**src/rtl/wh_alloc_pkg.sv**
```systemverilog
package wh_alloc_pkg;

  typedef enum logic [1:0] {
    FK_IDLE = 2'd0,
    FK_HEAD = 2'd1,
    FK_BODY = 2'd2,
    FK_TAIL = 2'd3
  } flit_kind_e;

endpackage

```
**src/rtl/wh_rst_sync.sv**
```systemverilog
module wh_rst_sync (
  input  logic clk,
  input  logic rst_ni,
  output logic rst_no
);

  logic meta_q;
  logic sync_q;

  always_ff @(posedge clk or negedge rst_ni) begin
    if (!rst_ni) begin
      meta_q <= 1'b0;
      sync_q <= 1'b0;
    end else begin
      meta_q <= 1'b1;
      sync_q <= meta_q;
    end
  end

  assign rst_no = sync_q;

endmodule

```
**src/rtl/wh_req_gen.sv**
```systemverilog
module wh_req_gen
  import wh_alloc_pkg::*;
#(
  parameter int N_PORTS = 4
) (
  input  logic               flit_vld,
  input  logic [1:0]         flit_kind,
  input  logic [N_PORTS-1:0] flit_dest,
  input  logic [N_PORTS-1:0] avail,
  input  logic [N_PORTS-1:0] hold,
  input  logic [N_PORTS-1:0] cred_ok,
  output logic [N_PORTS-1:0] req,
  output logic               is_head,
  output logic               is_tail
);

  flit_kind_e         kind;
  logic [N_PORTS-1:0] state_ok;
  logic [N_PORTS-1:0] dest_live;

  always_comb begin
    kind    = flit_kind_e'(flit_kind);
    is_head = flit_vld && (kind == FK_HEAD);
    is_tail = flit_vld && (kind == FK_TAIL);
  end

  // a head needs a free output; body and tail need ownership
  always_comb begin
    dest_live = flit_vld ? flit_dest : '0;
    unique case (kind)
      FK_HEAD:         state_ok = avail;
      FK_BODY, FK_TAIL: state_ok = hold;
      default:         state_ok = '0;
    endcase
  end

  always_comb begin
    req = dest_live & state_ok & cred_ok;
  end

endmodule

```
**src/rtl/wh_rr_arb.sv**
```systemverilog
module wh_rr_arb #(
  parameter int N_PORTS = 4
) (
  input  logic               clk,
  input  logic               rst_n,
  input  logic [N_PORTS-1:0] req,
  input  logic [N_PORTS-1:0] head,
  output logic [N_PORTS-1:0] gnt
);

  localparam int IW = (N_PORTS > 1) ? $clog2(N_PORTS) : 1;
  localparam logic [IW:0] NWRAP = (IW+1)'(N_PORTS);

  logic [IW-1:0] ptr_q;
  logic [IW-1:0] ptr_d;
  logic [IW-1:0] win;
  logic [IW:0]   pos;
  logic          found;
  logic          adv;

  // search starts one past the last head winner
  always_comb begin
    gnt   = '0;
    win   = ptr_q;
    found = 1'b0;
    pos   = '0;
    for (int k = 0; k < N_PORTS; k++) begin
      pos = {1'b0, ptr_q} + (IW+1)'(k + 1);
      if (pos >= NWRAP) pos = pos - NWRAP;
      if (!found && req[pos[IW-1:0]]) begin
        gnt[pos[IW-1:0]] = 1'b1;
        win              = pos[IW-1:0];
        found            = 1'b1;
      end
    end
  end

  always_comb begin
    adv   = |(gnt & head);
    ptr_d = adv ? win : ptr_q;
  end

  always_ff @(posedge clk or negedge rst_n) begin
    if (!rst_n) begin
      ptr_q <= IW'(N_PORTS - 1);
    end else if (adv) begin
      ptr_q <= ptr_d;
    end
  end


  gnt_onehot_chk: assert property (@(posedge clk) disable iff (!rst_n)
    $onehot0(gnt));


  gnt_in_req_chk: assert property (@(posedge clk) disable iff (!rst_n)
    (gnt & ~req) == '0);


  work_conserve_chk: assert property (@(posedge clk) disable iff (!rst_n)
    (|req) |-> (|gnt));


  ptr_hold_chk: assert property (@(posedge clk) disable iff (!rst_n)
    !adv |=> $stable(ptr_q));

endmodule

```
**src/rtl/wh_out_state.sv**
```systemverilog
module wh_out_state #(
  parameter int N_PORTS    = 4,
  parameter int CRED_DEPTH = 4
) (
  input  logic               clk,
  input  logic               rst_n,
  input  logic               head_req,
  input  logic               tail_req,
  input  logic               any_req,
  input  logic               ret,
  input  logic [N_PORTS-1:0] gnt,
  output logic               avail,
  output logic [N_PORTS-1:0] hold,
  output logic               cred_ok
);

  localparam int          CW   = $clog2(CRED_DEPTH + 1);
  localparam logic [CW-1:0] FULL = CW'(CRED_DEPTH);

  logic               avail_q, avail_d, avail_en;
  logic [N_PORTS-1:0] hold_q, hold_d;
  logic               hold_en;
  logic [CW-1:0]      cnt_q, cnt_d;
  logic               cnt_en;

  // lock and release use only the presence of a request
  always_comb begin
    avail_en = head_req || tail_req;
    avail_d  = tail_req;
    hold_en  = head_req || tail_req;
    hold_d   = tail_req ? '0 : gnt;
  end

  always_comb begin
    cnt_en = 1'b0;
    cnt_d  = cnt_q;
    unique case ({ret, any_req})
      2'b10: begin
        cnt_en = (cnt_q != FULL);
        cnt_d  = cnt_q + CW'(1);
      end
      2'b01: begin
        cnt_en = 1'b1;
        cnt_d  = cnt_q - CW'(1);
      end
      default: begin
        cnt_en = 1'b0;
        cnt_d  = cnt_q;
      end
    endcase
  end

  always_ff @(posedge clk or negedge rst_n) begin
    if (!rst_n) begin
      avail_q <= 1'b1;
      hold_q  <= '0;
      cnt_q   <= FULL;
    end else begin
      if (avail_en) avail_q <= avail_d;
      if (hold_en)  hold_q  <= hold_d;
      if (cnt_en)   cnt_q   <= cnt_d;
    end
  end

  always_comb begin
    avail   = avail_q;
    hold    = hold_q;
    cred_ok = (cnt_q != '0);
  end


  head_locks_chk: assert property (@(posedge clk) disable iff (!rst_n)
    head_req |=> !avail_q);


  tail_frees_chk: assert property (@(posedge clk) disable iff (!rst_n)
    tail_req |=> (avail_q && hold_q == '0));


  cred_bound_chk: assert property (@(posedge clk) disable iff (!rst_n)
    cnt_q <= FULL);


  cred_take_chk: assert property (@(posedge clk) disable iff (!rst_n)
    (any_req && !ret) |=> (cnt_q == $past(cnt_q) - CW'(1)));


  req_has_cred_chk: assert property (@(posedge clk) disable iff (!rst_n)
    any_req |-> (cnt_q != '0));


  owner_onehot_chk: assert property (@(posedge clk) disable iff (!rst_n)
    $onehot0(hold_q));


  free_no_owner_chk: assert property (@(posedge clk) disable iff (!rst_n)
    avail_q |-> (hold_q == '0));

endmodule

```
**src/rtl/wh_alloc_ctrl.sv**
```systemverilog
module wh_alloc_ctrl #(
  parameter int N_PORTS    = 4,
  parameter int CRED_DEPTH = 4
) (
  input  logic                         clk,
  input  logic                         rst_n,
  input  logic [N_PORTS-1:0]           flit_vld,
  input  logic [2*N_PORTS-1:0]         flit_kind,
  input  logic [N_PORTS*N_PORTS-1:0]   flit_dest,
  input  logic [N_PORTS-1:0]           cred_ret,
  output logic [N_PORTS-1:0]           deq_gnt,
  output logic [N_PORTS*N_PORTS-1:0]   xbar_sel,
  output logic [N_PORTS-1:0]           out_vld
);

  localparam int N = N_PORTS;

  logic                 rst_s;
  logic [N-1:0][N-1:0]  req_io;
  logic [N-1:0][N-1:0]  req_oi;
  logic [N-1:0][N-1:0]  hold_oi;
  logic [N-1:0][N-1:0]  hold_io;
  logic [N-1:0][N-1:0]  gnt_oi;
  logic [N-1:0][N-1:0]  gnt_io;
  logic [N-1:0]         avail;
  logic [N-1:0]         cred_ok;
  logic [N-1:0]         is_head;
  logic [N-1:0]         is_tail;
  logic [N-1:0]         head_any;
  logic [N-1:0]         tail_any;
  logic [N-1:0]         req_any;

  wh_rst_sync u_rst (
    .clk    (clk),
    .rst_ni (rst_n),
    .rst_no (rst_s)
  );

  always_comb begin
    for (int j = 0; j < N; j++)
      for (int i = 0; i < N; i++)
        hold_io[i][j] = hold_oi[j][i];
  end

  always_comb begin
    for (int j = 0; j < N; j++)
      for (int i = 0; i < N; i++)
        req_oi[j][i] = req_io[i][j];
  end

  always_comb begin
    for (int j = 0; j < N; j++)
      for (int i = 0; i < N; i++)
        gnt_io[i][j] = gnt_oi[j][i];
  end

  always_comb begin
    for (int j = 0; j < N; j++) begin
      head_any[j] = |(req_oi[j] & is_head);
      tail_any[j] = |(req_oi[j] & is_tail);
      req_any[j]  = |req_oi[j];
    end
  end

  genvar gi;
  generate
    for (gi = 0; gi < N; gi++) begin : g_in
      wh_req_gen #(.N_PORTS(N)) u_req (
        .flit_vld  (flit_vld[gi]),
        .flit_kind (flit_kind[2*gi +: 2]),
        .flit_dest (flit_dest[N*gi +: N]),
        .avail     (avail),
        .hold      (hold_io[gi]),
        .cred_ok   (cred_ok),
        .req       (req_io[gi]),
        .is_head   (is_head[gi]),
        .is_tail   (is_tail[gi])
      );


      one_out_per_in_chk: assert property (@(posedge clk) disable iff (!rst_s)
        $onehot0(gnt_io[gi]));


      deq_needs_flit_chk: assert property (@(posedge clk) disable iff (!rst_s)
        deq_gnt[gi] |-> flit_vld[gi]);
    end

    for (gi = 0; gi < N; gi++) begin : g_out
      wh_rr_arb #(.N_PORTS(N)) u_arb (
        .clk   (clk),
        .rst_n (rst_s),
        .req   (req_oi[gi]),
        .head  (is_head),
        .gnt   (gnt_oi[gi])
      );

      wh_out_state #(.N_PORTS(N), .CRED_DEPTH(CRED_DEPTH)) u_state (
        .clk      (clk),
        .rst_n    (rst_s),
        .head_req (head_any[gi]),
        .tail_req (tail_any[gi]),
        .any_req  (req_any[gi]),
        .ret      (cred_ret[gi]),
        .gnt      (gnt_oi[gi]),
        .avail    (avail[gi]),
        .hold     (hold_oi[gi]),
        .cred_ok  (cred_ok[gi])
      );
    end
  endgenerate

  always_comb begin
    for (int i = 0; i < N; i++) deq_gnt[i] = |gnt_io[i];
  end

  always_comb begin
    for (int j = 0; j < N; j++) begin
      out_vld[j]          = |gnt_oi[j];
      xbar_sel[N*j +: N]  = gnt_oi[j];
    end
  end

endmodule

```
**config.mk**
```make
export PLATFORM = sky130hd
export DESIGN_NAME = wh_alloc_ctrl
export DESIGN_NICKNAME = d
export VERILOG_FILES = /design/src/rtl/wh_alloc_pkg.sv /design/src/rtl/wh_rst_sync.sv /design/src/rtl/wh_req_gen.sv /design/src/rtl/wh_rr_arb.sv /design/src/rtl/wh_out_state.sv /design/src/rtl/wh_alloc_ctrl.sv
export SDC_FILE = /design/constraint.sdc
export NUM_CORES = 1
export LEC_CHECK = 0
export BUFFER_PORTS_ARGS = -buffer_cell sky130_fd_sc_hd__buf_2
export CAP_MARGIN = 0
export CORE_MARGIN = 2
export CORE_UTILIZATION = 54
export DETAILED_ROUTE_END_ITERATION = 7
export MAX_ROUTING_LAYER = met4
export PLACE_DENSITY = 0.78
export SLEW_MARGIN = 10
export SYNTH_ARGS = -nofsm -noshare
export SYNTH_HDL_FRONTEND = slang
export SYNTH_SLANG_ARGS = --single-unit
```
**constraint.sdc**
```tcl
create_clock -name clk -period 3.3 [get_ports clk]
set_input_delay 0.33 -clock clk [delete_from_list [all_inputs] [get_ports clk]]
set_output_delay 0.33 -clock clk [all_outputs]
set_load 0.02 [all_outputs]
```
# Word level (Yosys, flattened, before mapping)

Cells that the tools add are included.

Bits of input ports: 34
Register bits after elaboration: 42

Equal/unequal tests: 24
Add/sub/neg operators: 40
Mux-type cells: 144
Bitwise operators: 32
$lt $le $gt $ge: 48
Reduce and logical (&&, ||, !) cells: 100

Operators by type and width:

| kind                | count |
|---|---|
| $mux 4              | 24 |
| $reduce_or 4->1     | 24 |
| $and 4x4->4         | 20 |
| $mux 2              | 32 |
| $ge 3x3->1 const B  | 16 |
| $lt 2x3->1 const B  | 16 |
| $or 4x4->4          | 12 |
| $mux 1              | 44 |
| $logic_and 1x1->1   | 36 |
| $bmux 1 s2          | 16 |
| $demux 1 s2         | 16 |
| $ge 2x1->1 const B  | 16 |
| $pmux 4 s2          | 4 |
| $sub 2x1->2 const B | 16 |
| $add 2x2->3 const B | 8 |
| $eq 2x2->1 const B  | 12 |
| $pmux 3 s2          | 4 |
| $eq 2x1->1 const B  | 8 |
| $reduce_and 2->1    | 8 |
| $reduce_bool 4->1   | 4 |
| $add 2x1->3 const B | 4 |
| $add 2x3->3 const B | 4 |
| $add 3x1->3 const B | 4 |
| $logic_not 1->1     | 12 |
| other kinds (7)     | 28 |

# Logic depth before layout (Yosys ltp)

Gate-level depths: netlist (run 1).

Depth after elaboration: 20
Gate-level depth with buffers: 12
Mapped depth without buffers: 10

# By module

From an unflattened synthesis (run 1), not the netlist that was laid out.

Cells, all modules: 571
Area, all modules: 4,908.5 um^2

Modules (own cells, without submodules):

| module        | cells an instance | times used | sequential area each (um^2) | area an instance (um^2) |
|---|---|---|---|---|
| wh_rr_arb     | 70                | 4          | 52.6                        | 604.3 |
| wh_out_state  | 43                | 4          | 202.7                       | 441.7 |
| wh_req_gen    | 20                | 4          | 0.0                         | 107.6 |
| wh_alloc_ctrl | 36                | 1          | 0.0                         | 240.2 |
| wh_rst_sync   | 3                 | 1          | 50.0                        | 53.8 |

# Worst setup path after synthesis (run 1)

No wires, ideal clock.

Kind: register to output
Start point: register g_out[0].u_arb.ptr_q[0]
End point: output out_vld[0]
Path buffers: 1
Cell stages (with the launch flop): 9
Data required time: 2.970 ns
Data arrival time: 3.211 ns
Setup slack: -0.241 ns
Cell sequence: dfstp_2 -> clkbuf_1 -> clkinv_1 -> ha_1 -> nand2_1 -> a2bb2oi_1 -> mux2i_1 -> nand3_1 -> or4_1

Longest elaborated chain between the ends: 16
Elaborated cells between the ends (all ways): 61
Those cells by class: 8 x add/sub; 12 x order compare; 27 x mux; 3 x bitwise; 11 x reduce/logical

RTL lines:

| element                                                              | line                 | text |
|---|---|---|
| start, declared                                                      | wh_rr_arb.sv:14      | `logic [IW-1:0] ptr_q;` |
| start signal, assigned                                               | wh_rr_arb.sv:45      | `ptr_q <= IW'(N_PORTS - 1);` |
| start signal, assigned                                               | wh_rr_arb.sv:47      | `ptr_q <= ptr_d;` |
| parallel branches: the longest is 14 deep, another holds $add 2x1->3 | -                    |  |
| $mux 4 *                                                             | wh_rr_arb.sv:30      | `if (!found && req[pos[IW-1:0]]) begin` |
| via xbar_sel[2]                                                      | wh_alloc_ctrl.sv:12  | `output logic [N_PORTS*N_PORTS-1:0] xbar_sel,` |
| $reduce_or 4->1 *                                                    | wh_alloc_ctrl.sv:119 | `out_vld[j] = \|gnt_oi[j];` |
| end, declared                                                        | wh_alloc_ctrl.sv:13  | `output logic [N_PORTS-1:0] out_vld` |

Mark *: on every way through the listed nets, which the timed path passes. The select of a mux whose other input is x is not followed.

# Final worst setup path (run 1)

Start point: register g_out[2].u_state.avail_q
End point: output out_vld[2]

Longest elaborated chain between the ends: 16
Elaborated cells between the ends (all ways): 37
Those cells by class: 19 x mux; 11 x bitwise; 7 x reduce/logical

RTL lines:

| element                      | line                 | text |
|---|---|---|
| start, declared              | wh_out_state.sv:20   | `logic avail_q, avail_d, avail_en;` |
| start signal, assigned       | wh_out_state.sv:59   | `if (avail_en) avail_q <= avail_d;` |
| $pmux 4 s2                   | wh_req_gen.sv:30     | `unique case (kind)` |
| $and 4x4->4 (2 in a row)     | wh_req_gen.sv:38     | `req = dest_live & state_ok & cred_ok;` |
| $bmux 1 s2                   | wh_rr_arb.sv:30      |  |
| $mux 1 (implied by the code) | wh_rr_arb.sv:30      |  |
| $mux 1                       | wh_rr_arb.sv:30      |  |
| $logic_not 1->1              | wh_rr_arb.sv:30      |  |
| $logic_and 1x1->1            | wh_rr_arb.sv:30      |  |
| $mux 1                       | wh_rr_arb.sv:30      |  |
| $logic_not 1->1              | wh_rr_arb.sv:30      |  |
| $logic_and 1x1->1            | wh_rr_arb.sv:30      |  |
| $mux 1                       | wh_rr_arb.sv:30      |  |
| $logic_not 1->1              | wh_rr_arb.sv:30      |  |
| $logic_and 1x1->1            | wh_rr_arb.sv:30      |  |
| $mux 4 *                     | wh_rr_arb.sv:30      |  |
| $reduce_or 4->1 *            | wh_alloc_ctrl.sv:119 |  |

Mark *: on every way between the ends. The rest lies on a longest branch, timed or not. The select of a mux whose other input is x is not followed.

==> results of run 1 <==
==> placed cells by master (no fill, tap or decap), drive strengths merged, types with 5 or more instances in the layout <==
cell type,count
a211oi,17
nor3,12
inv,35
o211ai,6
a21oi,49
mux2i,27
ha,37
nand3,30
nand4,16
or3,7
clkbuf,7
nand3b,17
a221oi,6
and2,5
a22oi,8
or4,11
xnor2,16
nand2,81
o21ai,34
buf,142
a31oi,5
a21o,15
o22ai,15
nor2,67
dfrtp,26
dfstp,16
mux4,6
==> logic make-up (layout without fill, tap and decap cells) <==
group,count (synthesis),in the layout,share of synthesized area [%]
multiplexers,36,37,8.848
flip-flops,42,42,21.95
AND/OR/NAND/NOR,263,263,26.42
other,1,1,0.07687
adder cells (fa/ha/maj),41,41,11.13
XOR/XNOR,16,16,2.872
AO/OA/AOI/OAI,179,179,24.11
buffers and inverters,56,188,4.591
==> where the power goes <==
part / switching, mW / total (mW) / leakage (nW) / internal, mW
sequential: 0.0662 / 0.678 / 0.504 / 0.612
clock: 0.206 / 0.376 / 0.0482 / 0.170
combinational: 0.326 / 0.531 / 2.30 / 0.206
total: 0.598 / 1.59 / 2.85 / 0.988
==> flip-flops by register name (all words and copies together) (netlist names) <==
name	count
u_rst.rst_no	1
g_out.u_state.avail	4
g_out.u_state.cnt_q	12
g_out.u_state.hold	16
g_out.u_arb.ptr_q	8
u_rst.meta_q	1
==> path summary, 6_finish.rpt <==
check,end,slack [ps],depth (start not counted)
worst max-delay path,out_vld[2],-110,10
worst min register to register,g_out[0].u_state.hold[2]$_DFFE_PN0P_,110,0
min in group clk,u_rst.rst_no$_DFF_PN0_,360,0
max in group asynchronous,g_out[2].u_state.cnt_q[2]$_DFFE_PN1P_,2400,1
worst min-delay path,g_out[0].u_state.hold[2]$_DFFE_PN0P_,110,0
worst max register to register,g_out[1].u_arb.ptr_q[1]$_DFFE_PN1P_,120,13
==> layer usage <==
layer / wire length, µm / GRT usage [%] / vias up / part of all wire [%]
li1: - / - / 2592 / -
met5: 0 / - / - / 0
met2: 8056 / 53.22 / 413 / 47
met1: 6360 / 41.93 / 2698 / 37
met4: 837 / 14.65 / 0 / 4.9
met3: 1820 / 5.816 / 103 / 11
==> final cells by class <==
| cell class | instances | area, µm² |
|---|---|---|
| Fill cell | 630 | 2316 |
| Inverter | 37 | 140.1 |
| Multi-Input combinational cell | 537 | 3983 |
| Timing Repair Buffer | 143 | 984.7 |
| Clock inverter | 1 | 5.005 |
| Clock buffer | 7 | 86.33 |
| Tap cell | 108 | 135.1 |
| Sequential cell | 42 | 1071 |
==> what timing repair did <==
item,CTS,global route
gates cloned,1,0
setup endpoints to repair,9,17
pin swaps,19,33
hold buffers,1,0
setup buffers,21,31
hold endpoints to repair,2,0
resized for setup,44,45
==> metrics.cfg, run 1 <==
[logic_synthesis]
ys_top_cells_by_count = 81 x sky130_fd_sc_hd__nand2_1, 66 x sky130_fd_sc_hd__nor2_1, 47 x sky130_fd_sc_hd__a21oi_1
synth_seq_cells = 42
ys_warn_count = 0
netlist.area_leader.share_pct = 13.34
post_synth.cell_area_avg_um2 = 7.695
netlist-cell-type-count = 66
synth_sequential_area_ratio_pct = 21.95
synth_enable_flop_cells = 0
post_synth_main_area_contributors = sky130_fd_sc_hd__dfrtp_1 13%, sky130_fd_sc_hd__ha_1 9.5%, sky130_fd_sc_hd__dfstp_2 8.6%, sky130_fd_sc_hd__nand2_1 6.2%, sky130_fd_sc_hd__mux2i_1 5.5%
synth.most_common_cell = sky130_fd_sc_hd__nand2_1
synthesis.area_um2 = 4878
yosysTopAreaCell = sky130_fd_sc_hd__dfrtp_1
synthesized_nets = 709
asyncSetResetFlopFracSynth_pct = 100.0
synthCells = 634
synthFlopType = sky130_fd_sc_hd__dfrtp_1

[global_routing]
antenna_found_initial = 0
overflow = 0
grt_max_degree = 35
grt_pass1_vias = 5566
grt_usage_pct = 33.49
first_pass_grt_wire_length_um = 26190

[sta]
timing_hold_violations_final = 0
report.final.setup_viol = 6
maxSlewViolCount = 0
worst_slew_margin_relative_to_its_limit_pct = 47.70
finalSetupTns_ps = -547.2
rsz0062_at_grt = yes
final.setup_skew_ps = 11.15
hold-worst-slack_ps = 112.0
timing.final.ws_setup_ps = -114.8
fmax_mhz = 292.8
final_period_minus_worst_setup_slack_ps = 3415
fin_crit_sh_pct = 103.5
worst_slew_pin_slew_ps = 781.5

[pwr]
power_mw = 1.586
leakage_nw = 2.853
ir_drop_mv = 0.2767
power.density_cell_area_nw_per_um2 = 247.5

[drt]
via_count = 5806
detail_route.vias_per_cell = 6.635
route.antenna.remaining_nets = 0
dr.pass1.iters = 6
drt-total-wl_um = 17070
wl_per_cell_um = 19.51
number_of_drc_markers_after_the_initial_detailed_route_iteration = 518
drc = 0

[job]
maxCapViolations = 0

[placement]
placement.cell_area_um2 = 5483
worst_setup_timing_slack_at_the_placement_stage_ps = -27.40
gpl.final_weighted_congestion = 0.9840
dp.cells = 814
detailed_place_hpwl_um = 11410
number_of_i_o_port_buffers = 57

[hold_path]
holdCritPathClass = reg -> async

[outcome]
run_status = complete, but fails checks
failed_checks = setup timing

[clock_tree]
root_buffer = sky130_fd_sc_hd__clkbuf_8
ctsLongestPathBuffers = 2
cts_inserted_buffers = 5
clkSlewWorstSetupHoldPaths_ps = 90
clock_sink_count = 42
clock_tree.htree_level_count = 2
tritoncts_clock_tree = done
clock_insertion_delay_worst_skew_ps = 310

[layout]
fin_area_um2 = 6405
finish.utilization_pct = 73.44
antenna_cells_inserted = 0
finish.cell_count_without_fillers = 875
final_nets = 841
fraction_of_layout_cells_with_a_size_suffix_above_1_pct = 31.94
flow.area_growth_from_synthesis_pct = 31.29

[die]
io_pins = 58
core_region_area_um2 = 8721
dieArea_um2 = 9811
fp.dieH_um = 99.05
fp-row-count = 34
die_x_um = 99.05
initial_core_util_pct = 55.94

[setup_path]
timing.critical_path.to_type = output port
cp_top_family = simple AND/OR/NAND/NOR gates
worstPathArrival_ps = 3080
crit_path_max_fanout = 5
timing.critical_path.slowest_stage_cell = sky130_fd_sc_hd__dfstp_2
path_buf_inv = 3
timing.critical_path.slowest_cell_delay_ps = 580
cp.required_ps = 2970
crit_path_start_kind = flop
worst_path_cell_trace = nand3b_1 > a21o_1 > and2_0 > mux4_2 > or4b_1 > o211ai_1 > buf_4 > buf_6 > or4_4 > buf_6
worstSetupPathType = reg -> out
path_common_cell = sky130_fd_sc_hd__buf_6
reg2reg_from = g_out[1].u_arb.ptr_q[1]$_DFFE_PN1P_
worst_setup_path_startpoint = g_out[2].u_state.avail$_DFFE_PN1P_

No activity file was read; power rests on OpenSTA's default activity.
==> run 2: changes to the inputs <==
--- a/config.mk
+++ b/config.mk
@@ -11,7 +11,7 @@
 export CORE_UTILIZATION = 54
 export DETAILED_ROUTE_END_ITERATION = 7
 export MAX_ROUTING_LAYER = met4
-export PLACE_DENSITY = 0.78
+export PLACE_DENSITY_LB_ADDON = 0.15
 export SLEW_MARGIN = 10
 export SYNTH_ARGS = -nofsm -noshare
 export SYNTH_HDL_FRONTEND = slang
==> run 2 against run 1 <==
Sequential share of layout area rose by 0.18 points. Flip-flop and latch count did not move. Largest cell class unchanged. Worst hold slack gained 210 ps. Critical path depth shrank 1. Die area unchanged. Via count shrank 2.1%. Worst setup slack better by 56 ps. The run still ends with setup timing left.
==> metrics.cfg, run 2 (synthesis results as in run 1) <==
[setup_path]
regToRegSetupSlack_ps = 110
reg2regPathDepth = 13
worstSetupPathType = reg -> out
worst_path_cell_trace = nand3b_1 > a21o_1 > mux4_2 > nand3_2 > o211ai_1 > nor2_2 > inv_1 > or4_1 > buf_6
timing.critical_path.slowest_cell_delay_ps = 600
reg2reg_from = g_out[3].u_state.avail$_DFFE_PN1P_
worstPathArrival_ps = 3030
crit_path_start_kind = flop
timing.critical_path.to_type = output port
timing.rr.end = g_out[3].u_arb.ptr_q[1]$_DFFE_PN1P_
cp.required_ps = 2970
crit_path_max_fanout = 5
timing.critical_path.slowest_stage_cell = sky130_fd_sc_hd__dfstp_2

[sta]
final_period_minus_worst_setup_slack_ps = 3359
maxSlewViolCount = 0
timing.final.ws_setup_ps = -58.98
finalSetupTns_ps = -155.4
fmax_mhz = 297.7
timing_hold_violations_final = 0
hold-worst-slack_ps = 326.3
rsz0062_at_grt = yes
worst_slew_margin_relative_to_its_limit_pct = 48.31
worst_slew_pin_slew_ps = 775.3
final.setup_skew_ps = 5.050
fin_crit_sh_pct = 101.8
report.final.setup_viol = 4

[job]
maxCapViolations = 0

[placement]
placement.cell_area_um2 = 5573
detailed_place_hpwl_um = 11900
number_of_i_o_port_buffers = 57
gpl.final_weighted_congestion = 1.053
worst_setup_timing_slack_at_the_placement_stage_ps = 82.69

[global_routing]
grt_max_degree = 18
antenna_found_initial = 0
grt_pass1_vias = 5495
grt_usage_pct = 34.07
first_pass_grt_wire_length_um = 26500
overflow = 0

[clock_tree]
clock_insertion_delay_worst_skew_ps = 300
root_buffer = sky130_fd_sc_hd__clkbuf_8
ctsLongestPathBuffers = 2
cts_inserted_buffers = 5
clock_sink_count = 42
tritoncts_clock_tree = done
clkSlewWorstSetupHoldPaths_ps = 90
clock_tree.htree_level_count = 2

[layout]
fraction_of_layout_cells_with_a_size_suffix_above_1_pct = 31.20
flow.area_growth_from_synthesis_pct = 29.85
num-fill-cells = 689
antenna_cells_inserted = 0
layout_commonest_cell = sky130_fd_sc_hd__buf_4
final_cell_mix = 85 x sky130_fd_sc_hd__buf_4, 80 x sky130_fd_sc_hd__nand2_1, 63 x sky130_fd_sc_hd__nor2_1
fin_area_um2 = 6335
final_nets = 841
finish.utilization_pct = 72.64
largest_register_ffs = 16

[die]
dieArea_um2 = 9811
initial_core_util_pct = 55.94
fp.dieH_um = 99.05
io_pins = 58
fp-row-count = 34
core_region_area_um2 = 8721
die_x_um = 99.05

[hold_path]
holdCritPathClass = reg -> async

[drt]
detail_route.vias_per_cell = 6.506
dr.pass1.iters = 8
drt-total-wl_um = 16830
via_count = 5686
route.antenna.remaining_nets = 0
maxUsedRoutingLayer = met4
drc = 0
detailroute.wirelength.met3_um = 1724
wl_per_cell_um = 19.26
number_of_drc_markers_after_the_initial_detailed_route_iteration = 383
m1WireLength_um = 6620
dr_wl_met2_um = 8059

[pwr]
ir_drop_mv = 0.2652
power.density_cell_area_nw_per_um2 = 260.9
leakage_nw = 2.829

[outcome]
failed_checks = setup timing
run_status = complete, but fails checks

run 2: per-stage QoR:
| stage | power [mW] | instances |
|---|---|---|
| finish | 1.653 | 874 |
| global route | 1.744 | 874 |
| CTS | 1.633 | 853 |
| detailed placement | 1.188 | 826 |
| global placement | 1.168 | 826 |
| floorplan | 1.040 | 634 |
run 2: critical path: cells and delay by family, from the launching register on:
kind                   cells  cell delay, ps
AOI/OAI and AO/OA          2             390
buffers and inverters      2             240
DFF                        1             600
muxes                      1             540
and+or+nand+nor            4             960
run 2: worst max path at each step:
stage                                         from                                  end  slack (ps)  depth (start not counted)
2_1_floorplan  g_out[2].u_arb.ptr_q[0]$_DFFE_PN1P_  g_out[2].u_arb.ptr_q[1]$_DFFE_PN1P_          -2                          9
3_3_place_gp                          flit_kind[3]                           deq_gnt[0]         170                          9
3_5_place_dp                          flit_kind[3]                           deq_gnt[0]          80                          9
4_1_cts         g_out[1].u_state.avail$_DFFE_PN1P_                           deq_gnt[2]         -10                          8
5_1_grt         g_out[1].u_state.avail$_DFFE_PN1P_                           deq_gnt[0]        -140                          9
6_report        g_out[3].u_state.avail$_DFFE_PN1P_                           deq_gnt[2]         -60                          9
run 2: timing repair:
| action | 4_1_cts | 5_1_grt |
|---|---|---|
| endpoints found under the setup margin | 11 | 19 |
| hold buffers | 1 | 0 |
| cloned | 2 | 0 |
| hold endpoints to repair | 2 | 0 |
| gates resized for setup | 18 | 54 |
| pin swaps | 15 | 41 |
| buffers inserted | 17 | 23 |
run 2: report_power, final:
| group | switching (mW) | leakage, nW | internal (mW) |
|---|---|---|---|
| Clock | 0.199 | 0.0573 | 0.243 |
| Sequential | 0.0735 | 0.504 | 0.612 |
| Combinational | 0.316 | 2.27 | 0.209 |
run 2: final cells by class:
cell class	count	area, µm²	share of cell area (%)
Clock inverter	1	30.03	0.4740
Sequential cell	42	1071	16.91
Clock buffer	6	82.58	1.304
Timing Repair Buffer	142	959.7	15.15
Multi-Input combinational cell	538	3916	61.82
Inverter	37	140.1	2.212
Tap cell	108	135.1	2.133
run 2: layer usage:
| metal | vias up | GRT usage [%] |
|---|---|---|
| met5 | - | - |
| met2 | 371 | 55.56 |
| met1 | 2676 | 42.85 |
| li1 | 2592 | - |
| met3 | 47 | 7.305 |
| met4 | 0 | 9.589 |
==> run 3: changes to the inputs <==
--- a/config.mk
+++ b/config.mk
@@ -12,6 +12,7 @@
 export DETAILED_ROUTE_END_ITERATION = 7
 export MAX_ROUTING_LAYER = met4
 export PLACE_DENSITY_LB_ADDON = 0.15
+export RECOVER_POWER = 50
 export SLEW_MARGIN = 10
 export SYNTH_ARGS = -nofsm -noshare
 export SYNTH_HDL_FRONTEND = slang
==> run 3 against run 2 <==
The flow still finishes with violations (setup timing). Clock power about the same. Cell count stayed put. Worst hold slack worse by 6.5 ps. Sequential share of layout area barely moved. Critical path type unchanged. Largest power group unchanged.
==> metrics.cfg, run 3 (synthesis results as in run 1) <==
[die]
fp-row-count = 34
fp.dieH_um = 99.05
dieArea_um2 = 9811
die_x_um = 99.05
io_pins = 58
core_region_area_um2 = 8721
initial_core_util_pct = 55.94

[hold_path]
holdCritPathClass = reg -> async

[placement]
placement.cell_area_um2 = 5573
detailed_place_hpwl_um = 11900
worst_setup_timing_slack_at_the_placement_stage_ps = 82.69
gpl.final_weighted_congestion = 1.053
dp.cells = 826
number_of_i_o_port_buffers = 57

[layout]
final_cell_mix = 81 x sky130_fd_sc_hd__buf_4, 80 x sky130_fd_sc_hd__nand2_1, 63 x sky130_fd_sc_hd__nor2_1
sequential_cell_area_um2 = 1071
largest_register_ffs = 16
final_nets = 841
multi_input_comb_area_um2 = 3916
layout_commonest_cell = sky130_fd_sc_hd__buf_4
antenna_cells_inserted = 0
num-fill-cells = 696
fraction_of_layout_cells_with_a_size_suffix_above_1_pct = 30.29
flow.area_growth_from_synthesis_pct = 29.52
fin_area_um2 = 6319
finish.cell_count_without_fillers = 874

[global_routing]
antenna_found_initial = 0
grt_max_degree = 18
first_pass_grt_wire_length_um = 26500
overflow = 0
grt_pass1_vias = 5495
grt_usage_pct = 34.07

[sta]
worst_slew_margin_relative_to_its_limit_pct = 41.54
worst_slew_pin_slew_ps = 876.9
report.final.setup_viol = 6
rsz0062_at_grt = yes
final.setup_skew_ps = 5.948
hold-worst-slack_ps = 319.8
timing_hold_violations_final = 0
fmax_mhz = 297.0
timing.final.ws_setup_ps = -66.70
maxSlewViolCount = 0
final_period_minus_worst_setup_slack_ps = 3367
fin_crit_sh_pct = 102.0

[drt]
drt-total-wl_um = 16730
dr.pass1.iters = 5
drc = 0
detailroute.wirelength.met3_um = 1801
route.antenna.remaining_nets = 0
wl_per_cell_um = 19.14
dr_wl_met2_um = 7975
via_count = 5650
m1WireLength_um = 6472
number_of_drc_markers_after_the_initial_detailed_route_iteration = 408
detail_route.vias_per_cell = 6.465
maxUsedRoutingLayer = met4

[setup_path]
cp.required_ps = 2970
crit_path_max_fanout = 5
crit_path_start_kind = flop
worstSetupPathType = reg -> out
worstPathArrival_ps = 3040
timing.critical_path.to_type = output port

[clock_tree]
tritoncts_clock_tree = done
ctsLongestPathBuffers = 2
root_buffer = sky130_fd_sc_hd__clkbuf_8
cts_inserted_buffers = 5
clock_sink_count = 42
clock_tree.htree_level_count = 2
clkSlewWorstSetupHoldPaths_ps = 90
clock_insertion_delay_worst_skew_ps = 300

[pwr]
share_clk_of_total_power_pct = 26.8
power_mw = 1.650
power_frac_seq_pct = 41.5
leakage_nw = 2.813
ir_drop_mv = 0.2650
internal-power_mw = 1.062
power_frac_comb_pct = 31.7
power.share.switching_pct = 35.62
power.switching_uw = 587.9
power.density_cell_area_nw_per_um2 = 261.2

[outcome]
failed_checks = setup timing
run_status = complete, but fails checks

[job]
maxCapViolations = 0

[run 3: changes by cell type in the layout (fill, tap and decap cells not counted), sizes merged]
cell and delta:
clkbuf +5, buf -5
[run 3: layout make-up]
type	instances	area share [%]
Sequential cell	42	16.95
Multi-Input combinational cell	538	61.98
Tap cell	108	2.139
Clock inverter	1	0.4752
Clock buffer	6	1.307
Timing Repair Buffer	142	14.93
Inverter	37	2.218
[run 3: worst paths after layout]
check,startpoint,endpoint,slack [ps],cells after the start
hold reg to reg,u_rst.rst_no$_DFF_PN0_,g_out[0].u_state.hold[1]$_DFFE_PN0P_,320,0
min in group clk,u_rst.meta_q$_DFF_PN0_,u_rst.rst_no$_DFF_PN0_,360,0
hold / removal,u_rst.rst_no$_DFF_PN0_,g_out[0].u_state.hold[1]$_DFFE_PN0P_,320,0
setup reg to reg,g_out[3].u_state.avail$_DFFE_PN1P_,g_out[3].u_arb.ptr_q[1]$_DFFE_PN1P_,120,13
setup / recovery,g_out[3].u_state.avail$_DFFE_PN1P_,deq_gnt[2],-70,9
max in group asynchronous,u_rst.rst_no$_DFF_PN0_,g_out[1].u_state.cnt_q[1]$_DFFE_PN0P_,1740,1
[run 3: worst max-delay path, stage by stage, from the launching register on]
cell and delay (ps):
sky130_fd_sc_hd__dfstp_2 600, sky130_fd_sc_hd__nand3b_1 140, sky130_fd_sc_hd__a21o_1 250, sky130_fd_sc_hd__mux4_2 540, sky130_fd_sc_hd__nand3_2 110, sky130_fd_sc_hd__o211ai_1 140, sky130_fd_sc_hd__nor2_2 160, sky130_fd_sc_hd__inv_1 90
sky130_fd_sc_hd__or4_1 550, sky130_fd_sc_hd__buf_6 150
[run 3: routing by layer]
metal | vias to the layer above | global-route usage (%)
met1 | 2644 | 42.85
met4 | 0 | 9.589
met3 | 50 | 7.305
li1 | 2592 | -
met2 | 364 | 55.56
met5 | - | -
[run 3: stage by stage]
step,util [%],setup TNS [ps]
floorplan,-,-2.303
global placement,63.90,0
detailed placement,63.90,0
CTS,67.99,-16.86
global route,72.45,-925.1
finish,72.45,-233.4
[run 3: power groups by stage]
| stage | clock network [mW] | registers [mW] | logic [mW] |
|---|---|---|---|
| global placement | 0 | 0.691 | 0.476 |
| global route | 0.463 | 0.698 | 0.581 |
| CTS | 0.448 | 0.684 | 0.500 |
| finish | 0.442 | 0.685 | 0.523 |
| detailed placement | 0 | 0.693 | 0.494 |
| floorplan | 0 | 0.678 | 0.361 |
[run 3: what timing repair did]
item / CTS / global route
cloned: 2 / 0
pin swaps: 15 / 41
gates resized for setup: 18 / 54
hold buffers: 1 / 0
setup buffers: 17 / 23
endpoints found under the setup margin: 11 / 19
hold endpoints to repair: 2 / 0
